$ cat src/rtl/ptrace_pkg.sv
package ptrace_pkg;

   typedef enum logic [2:0] {
      CLS_SEQ    = 3'd0,
      CLS_JUMP   = 3'd1,
      CLS_BRANCH = 3'd2,
      CLS_CALL   = 3'd3,
      CLS_RET    = 3'd4,
      CLS_EXC    = 3'd5
   } ret_class_e;

   typedef enum logic [1:0] {
      MODE_FLOW = 2'd0,
      MODE_SYNC = 2'd1,
      MODE_FUNC = 2'd2
   } emit_mode_e;

   localparam logic [2:0] KIND_SYNC = 3'd0;
   localparam logic [2:0] KIND_JUMP = 3'd1;
   localparam logic [2:0] KIND_CALL = 3'd2;
   localparam logic [2:0] KIND_RET  = 3'd3;
   localparam logic [2:0] KIND_EXC  = 3'd4;

   function automatic logic is_break(input logic [2:0] cls);
      case (cls)
         CLS_JUMP, CLS_BRANCH, CLS_CALL, CLS_RET, CLS_EXC: is_break = 1'b1;
         default:                                          is_break = 1'b0;
      endcase
   endfunction

   function automatic logic [2:0] class_to_kind(input logic [2:0] cls);
      case (cls)
         CLS_JUMP, CLS_BRANCH: class_to_kind = KIND_JUMP;
         CLS_CALL:             class_to_kind = KIND_CALL;
         CLS_RET:              class_to_kind = KIND_RET;
         CLS_EXC:              class_to_kind = KIND_EXC;
         default:              class_to_kind = KIND_SYNC;
      endcase
   endfunction

endpackage

$ cat src/rtl/ptrace_mode_ctl.sv
module ptrace_mode_ctl
   import ptrace_pkg::*;
#(
   parameter int MODE_W = 2
) (
   input  logic              clk,
   input  logic              rst_n,
   input  logic              trace_en,
   input  logic [MODE_W-1:0] mode_sel,
   output logic              active,
   output logic [MODE_W-1:0] mode_q,
   output logic              force_sync
);

   logic en_q;
   logic force_q;

   initial begin
      assert (MODE_W == 2) else $error("ptrace_mode_ctl: MODE_W must be 2");
   end

   always_ff @(posedge clk or negedge rst_n) begin
      if (!rst_n) begin
         mode_q  <= '0;
         en_q    <= 1'b0;
         force_q <= 1'b0;
      end else begin
         mode_q  <= mode_sel;
         en_q    <= trace_en;
         force_q <= trace_en && ((mode_sel != mode_q) || !en_q);
      end
   end

   assign active     = en_q;
   assign force_sync = force_q;

   // a sampled mode change while running leads to a forced sync next cycle
   assert_force_on_change_R8: assert property (@(posedge clk) disable iff (!rst_n)
      (trace_en && en_q && (mode_sel != mode_q)) |=> (force_sync && active));

   // switching on leads to a forced sync next cycle
   assert_force_on_enable_R7: assert property (@(posedge clk) disable iff (!rst_n)
      (trace_en && !active) |=> force_sync);

endmodule

$ cat src/rtl/ptrace_call_filter.sv
module ptrace_call_filter
   import ptrace_pkg::*;
#(
   parameter int ADDR_W    = 32,
   parameter int TAG_W     = 16,
   parameter int LIM_W     = 4,
   parameter bit FILTER_EN = 1'b1
) (
   input  logic              clk,
   input  logic              rst_n,
   input  logic              flush,
   input  logic              in_valid,
   input  logic [2:0]        in_class,
   input  logic [ADDR_W-1:0] in_target,
   input  logic [TAG_W-1:0]  in_tag,
   input  logic [LIM_W-1:0]  limit,
   output logic              out_valid,
   output logic [2:0]        out_kind,
   output logic [ADDR_W-1:0] out_addr,
   output logic [TAG_W-1:0]  out_tag
);

   logic is_call;
   logic is_ret;
   logic is_other;

   assign is_call  = in_valid && (in_class == CLS_CALL);
   assign is_ret   = in_valid && (in_class == CLS_RET);
   assign is_other = in_valid && !is_call && !is_ret;

   generate
      if (FILTER_EN) begin : g_filter
         logic              pend_q,  pend_d;
         logic [ADDR_W-1:0] paddr_q, paddr_d;
         logic [TAG_W-1:0]  ptag_q,  ptag_d;
         logic [LIM_W-1:0]  cnt_q,   cnt_d;
         logic [LIM_W:0]    cnt_next;
         logic              filt_on;

         assign filt_on  = (limit != '0);
         assign cnt_next = {1'b0, cnt_q} + 1'b1;

         always_comb begin
            out_valid = 1'b0;
            out_kind  = KIND_CALL;
            out_addr  = in_target;
            out_tag   = in_tag;
            pend_d    = pend_q;
            paddr_d   = paddr_q;
            ptag_d    = ptag_q;
            cnt_d     = cnt_q;
            if (flush) begin
               pend_d = 1'b0;
            end else if (pend_q) begin
               if (!filt_on) begin
                  out_valid = 1'b1;
                  out_addr  = paddr_q;
                  out_tag   = ptag_q;
                  pend_d    = 1'b0;
               end else if (is_call) begin
                  out_valid = 1'b1;
                  out_addr  = paddr_q;
                  out_tag   = ptag_q;
                  paddr_d   = in_target;
                  ptag_d    = in_tag;
                  cnt_d     = '0;
               end else if (is_ret) begin
                  pend_d = 1'b0;
               end else if (is_other) begin
                  if (cnt_next >= {1'b0, limit}) begin
                     out_valid = 1'b1;
                     out_addr  = paddr_q;
                     out_tag   = ptag_q;
                     pend_d    = 1'b0;
                  end else begin
                     cnt_d = cnt_next[LIM_W-1:0];
                  end
               end
            end else begin
               if (is_call && filt_on) begin
                  pend_d  = 1'b1;
                  paddr_d = in_target;
                  ptag_d  = in_tag;
                  cnt_d   = '0;
               end else if (is_call) begin
                  out_valid = 1'b1;
               end else if (is_ret) begin
                  out_valid = 1'b1;
                  out_kind  = KIND_RET;
               end
            end
         end

         always_ff @(posedge clk or negedge rst_n) begin
            if (!rst_n) begin
               pend_q  <= 1'b0;
               paddr_q <= '0;
               ptag_q  <= '0;
               cnt_q   <= '0;
            end else begin
               pend_q  <= pend_d;
               paddr_q <= paddr_d;
               ptag_q  <= ptag_d;
               cnt_q   <= cnt_d;
            end
         end

         // a return inside the window cancels the held call silently
         assert_cancel_silent_R4: assert property (@(posedge clk) disable iff (!rst_n)
            (pend_q && filt_on && is_ret && !flush) |-> (!out_valid ##1 !pend_q));

         // a later call releases the held one and is held in its place
         assert_nested_release_R5: assert property (@(posedge clk) disable iff (!rst_n)
            (pend_q && filt_on && is_call && !flush) |-> (out_valid ##1 pend_q));
      end else begin : g_pass
         always_comb begin
            out_valid = is_call || is_ret;
            out_kind  = is_ret ? KIND_RET : KIND_CALL;
            out_addr  = in_target;
            out_tag   = in_tag;
         end
      end
   endgenerate

   // function policy only ever yields call or return messages
   assert_kind_legal_R3: assert property (@(posedge clk) disable iff (!rst_n)
      out_valid |-> ((out_kind == KIND_CALL) || (out_kind == KIND_RET)));

endmodule

$ cat src/rtl/ptrace_msg_fifo.sv
module ptrace_msg_fifo #(
   parameter int W     = 52,
   parameter int DEPTH = 4
) (
   input  logic         clk,
   input  logic         rst_n,
   input  logic         push,
   input  logic [W-1:0] din,
   output logic         push_drop,
   output logic         out_valid,
   input  logic         out_ready,
   output logic [W-1:0] dout
);

   localparam int PTR_W = (DEPTH > 1) ? $clog2(DEPTH) : 1;
   localparam int CNT_W = $clog2(DEPTH + 1);
   localparam logic [CNT_W-1:0] FULL_CNT = CNT_W'(DEPTH);

   logic [W-1:0]     mem_q [DEPTH];
   logic [PTR_W-1:0] rd_q, wr_q;
   logic [CNT_W-1:0] cnt_q;
   logic             pop;
   logic             wr_en;

   initial begin
      assert (DEPTH >= 2) else $error("ptrace_msg_fifo: DEPTH must be at least 2");
      assert ((1 << PTR_W) == DEPTH) else $error("ptrace_msg_fifo: DEPTH must be a power of two");
   end

   assign out_valid = (cnt_q != '0);
   assign pop       = out_valid && out_ready;
   assign wr_en     = push && ((cnt_q != FULL_CNT) || pop);
   assign push_drop = push && !wr_en;
   assign dout      = mem_q[rd_q];

   always_ff @(posedge clk) begin
      if (wr_en) mem_q[wr_q] <= din;
   end

   always_ff @(posedge clk or negedge rst_n) begin
      if (!rst_n) begin
         rd_q  <= '0;
         wr_q  <= '0;
         cnt_q <= '0;
      end else begin
         if (wr_en) wr_q <= wr_q + 1'b1;
         if (pop)   rd_q <= rd_q + 1'b1;
         cnt_q <= cnt_q + CNT_W'(wr_en) - CNT_W'(pop);
      end
   end

   // occupancy never exceeds the depth
   assert_count_bound_R9: assert property (@(posedge clk) disable iff (!rst_n)
      cnt_q <= FULL_CNT);

   // an offered message stays put until taken
   assert_hold_stall_R9: assert property (@(posedge clk) disable iff (!rst_n)
      (out_valid && !out_ready) |=> (out_valid && $stable(dout)));

   // a lost message only happens with a full queue
   assert_no_overflow_R10: assert property (@(posedge clk) disable iff (!rst_n)
      push_drop |-> (cnt_q == FULL_CNT && !out_ready));

endmodule

$ cat src/rtl/ptrace_encoder.sv
module ptrace_encoder
   import ptrace_pkg::*;
#(
   parameter int ADDR_W     = 32,
   parameter int TAG_W      = 16,
   parameter int LIM_W      = 4,
   parameter int FIFO_DEPTH = 4,
   parameter bit FILTER_EN  = 1'b1
) (
   input  logic              clk,
   input  logic              rst_n,
   input  logic              trace_en,
   input  logic [1:0]        mode_sel,
   input  logic [LIM_W-1:0]  short_limit,
   input  logic              rt_valid,
   input  logic [ADDR_W-1:0] rt_pc,
   input  logic [2:0]        rt_class,
   input  logic [ADDR_W-1:0] rt_target,
   output logic              m_valid,
   input  logic              m_ready,
   output logic [2:0]        m_kind,
   output logic [ADDR_W-1:0] m_addr,
   output logic [TAG_W-1:0]  m_tag,
   output logic              m_resync,
   output logic              overflow
);

   localparam int MSG_W = 1 + 3 + ADDR_W + TAG_W;

   initial begin
      assert (ADDR_W >= 8)  else $error("ptrace_encoder: ADDR_W too small");
      assert (TAG_W >= 2)   else $error("ptrace_encoder: TAG_W too small");
      assert (LIM_W >= 1)   else $error("ptrace_encoder: LIM_W too small");
      assert (FIFO_DEPTH >= 2) else $error("ptrace_encoder: FIFO_DEPTH too small");
   end

   logic              active;
   logic [1:0]        mode_q;
   logic              force_sync;
   logic [TAG_W-1:0]  cyc_q;
   logic [ADDR_W-1:0] last_pc_q;
   logic [ADDR_W-1:0] cur_pc;

   logic              flt_in_valid, flt_flush;
   logic              flt_valid;
   logic [2:0]        flt_kind;
   logic [ADDR_W-1:0] flt_addr;
   logic [TAG_W-1:0]  flt_tag;

   logic              gen_valid;
   logic [2:0]        gen_kind;
   logic [ADDR_W-1:0] gen_addr;
   logic [TAG_W-1:0]  gen_tag;

   logic              resync_pend_q;
   logic              ovf_q;
   logic              push_drop;
   logic [MSG_W-1:0]  fifo_din, fifo_dout;

   ptrace_mode_ctl #(.MODE_W(2)) mode_i (
      .clk        (clk),
      .rst_n      (rst_n),
      .trace_en   (trace_en),
      .mode_sel   (mode_sel),
      .active     (active),
      .mode_q     (mode_q),
      .force_sync (force_sync)
   );

   always_ff @(posedge clk or negedge rst_n) begin
      if (!rst_n) begin
         cyc_q     <= '0;
         last_pc_q <= '0;
      end else begin
         cyc_q <= cyc_q + 1'b1;
         if (rt_valid) last_pc_q <= rt_pc;
      end
   end

   assign cur_pc = rt_valid ? rt_pc : last_pc_q;

   assign flt_in_valid = rt_valid && active && !force_sync && (mode_q == MODE_FUNC);
   assign flt_flush    = !active || force_sync || (mode_q != MODE_FUNC);

   ptrace_call_filter #(
      .ADDR_W    (ADDR_W),
      .TAG_W     (TAG_W),
      .LIM_W     (LIM_W),
      .FILTER_EN (FILTER_EN)
   ) filt_i (
      .clk       (clk),
      .rst_n     (rst_n),
      .flush     (flt_flush),
      .in_valid  (flt_in_valid),
      .in_class  (rt_class),
      .in_target (rt_target),
      .in_tag    (cyc_q),
      .limit     (short_limit),
      .out_valid (flt_valid),
      .out_kind  (flt_kind),
      .out_addr  (flt_addr),
      .out_tag   (flt_tag)
   );

   always_comb begin
      gen_valid = 1'b0;
      gen_kind  = KIND_SYNC;
      gen_addr  = cur_pc;
      gen_tag   = cyc_q;
      if (active) begin
         if (force_sync || (mode_q == MODE_SYNC)) begin
            gen_valid = 1'b1;
         end else if (mode_q == MODE_FUNC) begin
            gen_valid = flt_valid;
            gen_kind  = flt_kind;
            gen_addr  = flt_addr;
            gen_tag   = flt_tag;
         end else if (rt_valid && is_break(rt_class)) begin
            gen_valid = 1'b1;
            gen_kind  = class_to_kind(rt_class);
            gen_addr  = rt_target;
         end
      end
   end

   assign fifo_din = {resync_pend_q, gen_kind, gen_addr, gen_tag};

   ptrace_msg_fifo #(.W(MSG_W), .DEPTH(FIFO_DEPTH)) fifo_i (
      .clk       (clk),
      .rst_n     (rst_n),
      .push      (gen_valid),
      .din       (fifo_din),
      .push_drop (push_drop),
      .out_valid (m_valid),
      .out_ready (m_ready),
      .dout      (fifo_dout)
   );

   always_ff @(posedge clk or negedge rst_n) begin
      if (!rst_n) begin
         resync_pend_q <= 1'b0;
         ovf_q         <= 1'b0;
      end else begin
         if (push_drop) begin
            resync_pend_q <= 1'b1;
            ovf_q         <= 1'b1;
         end else if (gen_valid) begin
            resync_pend_q <= 1'b0;
         end
      end
   end

   assign {m_resync, m_kind, m_addr, m_tag} = fifo_dout;
   assign overflow = ovf_q;

   // the overflow flag never clears without reset
   assert_ovf_sticky_R10: assert property (@(posedge clk) disable iff (!rst_n)
      overflow |=> overflow);

   // running in sync mode yields a message every cycle
   assert_sync_continuous_R2: assert property (@(posedge clk) disable iff (!rst_n)
      (trace_en && (mode_sel == MODE_SYNC)) |=> gen_valid);

   // no message is generated in the cycle after the enable is low
   assert_disabled_silent_R7: assert property (@(posedge clk) disable iff (!rst_n)
      !trace_en |=> !gen_valid);

endmodule

$ cat config.mk
export PLATFORM = sky130hd
export DESIGN_NAME = ptrace_encoder
export DESIGN_NICKNAME = d
export VERILOG_FILES = /design/src/rtl/ptrace_pkg.sv /design/src/rtl/ptrace_mode_ctl.sv /design/src/rtl/ptrace_call_filter.sv /design/src/rtl/ptrace_msg_fifo.sv /design/src/rtl/ptrace_encoder.sv
export SDC_FILE = /design/constraint.sdc
export NUM_CORES = 1
export LEC_CHECK = 0
export CORE_ASPECT_RATIO = 0.9
export CORE_MARGIN = 8
export CORE_UTILIZATION = 35
export DETAILED_ROUTE_END_ITERATION = 7
export GPL_TIMING_DRIVEN = 1
export PLACE_DENSITY = 0.59
export RECOVER_POWER = 50
export SYNTH_ARGS = -nofsm -noshare
export SYNTH_HDL_FRONTEND = slang
export SYNTH_HIERARCHICAL = 1
export SYNTH_SLANG_ARGS = --single-unit
$ cat constraint.sdc
create_clock -name clk -period 5.6 [get_ports clk]
set_input_delay 1.12 -clock clk [delete_from_list [all_inputs] [get_ports clk]]
set_output_delay 1.12 -clock clk [all_outputs]
set_load 0.05 [all_outputs]
==> impl_metrics.toml <==
[place]
place_congestion = 0.759
post_dp_cell_area_um2 = 15900
hpwl_um = 20300
dp_cells = 1452
portBuffers = 131

[timing]
fin_crit_sh = 0.846
setup_viol_count_final = 0
tightest_slew_ns = 2.43
max_freq_mhz = 211
slew_headroom = -0.618
period_needed_ns = 4.74
skew_ns = 0.0136
hold_violations = 0
slew_viol_final = 145
rsz0062_at_grt = "no"
setup-tns-final_ns = 0

[status]
status = "complete, but fails checks"
violations = "max-capacitance violations, max-slew violations"

[worst_setup_path]
r2r_cells = 9
worst_ep_required_time_ns = 5.99
end_kind = "flip-flop"
crit_fanout = 27
cp-start-kind = "input pin"
path_class = "in -> reg"
r2r_setup_slack_ns = 1.04
cp.arrival_ns = 5.13
rr_startpoint = "mode_i/mode_q[0]"
r2r-end = "filt_i/g_filter.ptag_q[11]"

[clock_tree]
insertion_delay_ns = 0.52
cts-root-buf = "clkbuf_16"
cts_buffers = 34
holdBufCountCts = 0
ctsResizeCount = 0
clk_pin_slew_worst_paths_ns = 0.06
cts_tree = "built"
h-tree-depth = 2
cts.sinks = 322
clockBufferDepth = 3
cts_setup_buffers = 0

[drt]
wl_per_cell_um = 21.1
topRoutingLayerUsed = "met4"
ant_nets = 0
met1_length_um = 14600
met2_length_um = 15000
drc = 0
routed_wl_um = 32000
viasPerCell = 5.07
dr_total_vias = 7678
drt-initial-drc-count = 470
drt-pass1-iter-count = 4
met3WireLength_um = 1620

[yosys]
ys_ff_latch = 322
yosysWarnings = 6
synth_area_um2 = 14100
synth-main-ff-cell = "edfxtp_1"
synth_top_area_frac = 0.443
synth_area_leader_cell = "edfxtp_1"
yosys-top-cells-area = "edfxtp_1 (44%), dfrtp_1 (20%), mux2_2 (9.8%), mux4_2 (7.7%), mux2_4 (2.2%)"
yosysUniqueCellTypes = 59
async_flop_share = 0.354
synth.avg_cell_area_um2 = 17.0
yosysSeqAreaShare = 0.645
synth_edf_count = 208
synthCells = 829
syn_nets = 920

[cells_and_area]
stdcell_count = 1515
stdcell_area_um2 = 16800
areaGrowthSynthToFinish_pct = 19.2
nNetsFinal = 1047
drive_gt1_frac = 0.223

[floorplan]
die_w_um = 228
die_h_um = 206
die_area_um2 = 47000
coreArea_um2 = 39600
start_util = 0.356
num_io_pins = 132
fp-row-count = 69

[global_routing]
grt_overflow = 0
grt_max_degree = 80
grt_pass1_wl_um = 50200
grt_pass1_vias = 8294
gr-usage-all-layers = 0.139
grt_antenna_before_repair = 1

[power]
leakage_uw = 0.00623
ir_worst_vdd_mv = 0.245
powerDensity_nw_per_um2 = 456

[job]
maxCapViolations = 4

[hold_path]
hold_path.class = "reg -> reg"
min_to = "last_pc_q[6]"
min_from = "last_pc_q[6]"
worstHoldPathCells = 1
[synthesized netlist by cell type (4+ instances only)]
library cell	instances
a32oi_1	32
and2_1	6
and4_1	4
buf_12	7
buf_2	19
buf_4	6
buf_6	6
clkbuf_1	15
dfrtp_1	114
edfxtp_1	208
ha_1	12
inv_1	16
mux2_2	123
mux2_4	21
mux4_1	4
mux4_2	48
nand2_1	50
nand3_1	6
nand4_1	5
nor2_1	8
o211ai_1	4
o21ai_0	30
o21ai_1	5
xnor2_1	18
xor2_1	6
[critical path: stages]
cell           delay [ns]
dlygate4sd3_1        0.67
and3b_1              0.26
nand2_1              0.07
nor2_1               1.64
clkbuf_2             0.92
mux2_2               0.41
[power breakdown]
| group | total [uW] | switching [uW] | internal [uW] |
|---|---|---|---|
| combinational | 2500 | 1550 | 946 |
| sequential | 3060 | 203 | 2850 |
| clock | 2110 | 901 | 1210 |
| total | 7670 | 2660 | 5010 |
[through the flow]
step / worst slack (ns) / util / power, uW / hold slack (ns)
2_1_floorplan: 0.612 / - / 4830 / 0.464
3_3_place_gp: 0.675 / 0.401 / 5680 / 0.466
3_5_place_dp: 0.642 / 0.401 / 5690 / 0.471
4_1_cts: 1.12 / 0.427 / 7830 / 0.488
5_1_grt: 0.591 / 0.424 / 8010 / 0.503
6_report: 0.860 / 0.424 / 7670 / 0.477
[logic make-up after synthesis]
kind of cell / Yosys count / share of synthesized area
flip-flops: 322 / 0.645
XOR/XNOR: 24 / 0.0149
multiplexers: 196 / 0.205
adder cells (fa/ha/maj): 13 / 0.0121
AND/OR/NAND/NOR: 109 / 0.0413
AO/OA/AOI/OAI: 94 / 0.0484
other: 2 / 0.000532
buffers and inverters: 69 / 0.0329
[layout by cell type, fill, tap and decap left out, types with 8 or more instances in the layout]
master / Yosys / layout
a32oi_1: 32 / 32
clkbuf_1: 15 / 9
clkbuf_16: 0 / 35
clkdlybuf4s50_1: 0 / 121
clkinv_1: 0 / 8
clkinv_2: 0 / 8
dfrtp_1: 114 / 112
dlygate4sd3_1: 0 / 8
edfxtp_1: 208 / 208
ha_1: 12 / 12
inv_1: 16 / 16
mux2_1: 0 / 50
mux2_2: 123 / 89
mux4_2: 48 / 48
nand2_1: 50 / 50
nor2_1: 8 / 8
o21ai_0: 30 / 32
xnor2_1: 18 / 18
[metal layers]
metal	global-route usage	vias to the layer above
met5	0	-
met4	0.0376	0
met3	0.0274	50
met2	0.222	177
met1	0.192	3958
li1	-	3493
[registers in the layout, summed over array words and instances (netlist names), 3 cells and up]
signal / flops
cyc_q: 16
fifo_i/cnt_q: 3
fifo_i/mem_q: 208
filt_i/g_filter.cnt_q: 4
filt_i/g_filter.paddr_q: 32
filt_i/g_filter.ptag_q: 16
last_pc_q: 32
[how the worst max path moves through the flow]
stage,to,startpoint,depth (start not counted)
after floorplan,fifo_i/mem_q[0][0],rt_valid,12
after global placement,fifo_i/cnt_q[2],short_limit[2],19
after detailed placement,fifo_i/cnt_q[2],short_limit[2],19
after CTS,m_tag[11],fifo_i/rd_q[0],3
after global routing,fifo_i/cnt_q[2],short_limit[2],19
final,filt_i/g_filter.ptag_q[11],rt_class[1],6
[layout make-up]
class | count | area, um^2
Antenna cell | 1 | 2.50
Clock buffer | 42 | 912
Clock inverter | 20 | 136
Fill cell | 3546 | 22800
Inverter | 16 | 60.1
Multi-Input combinational cell | 438 | 4490
Sequential cell | 322 | 9100
Tap cell | 532 | 666
Timing Repair Buffer | 144 | 1440
Note: power is estimated with default switching activity, not from simulation.
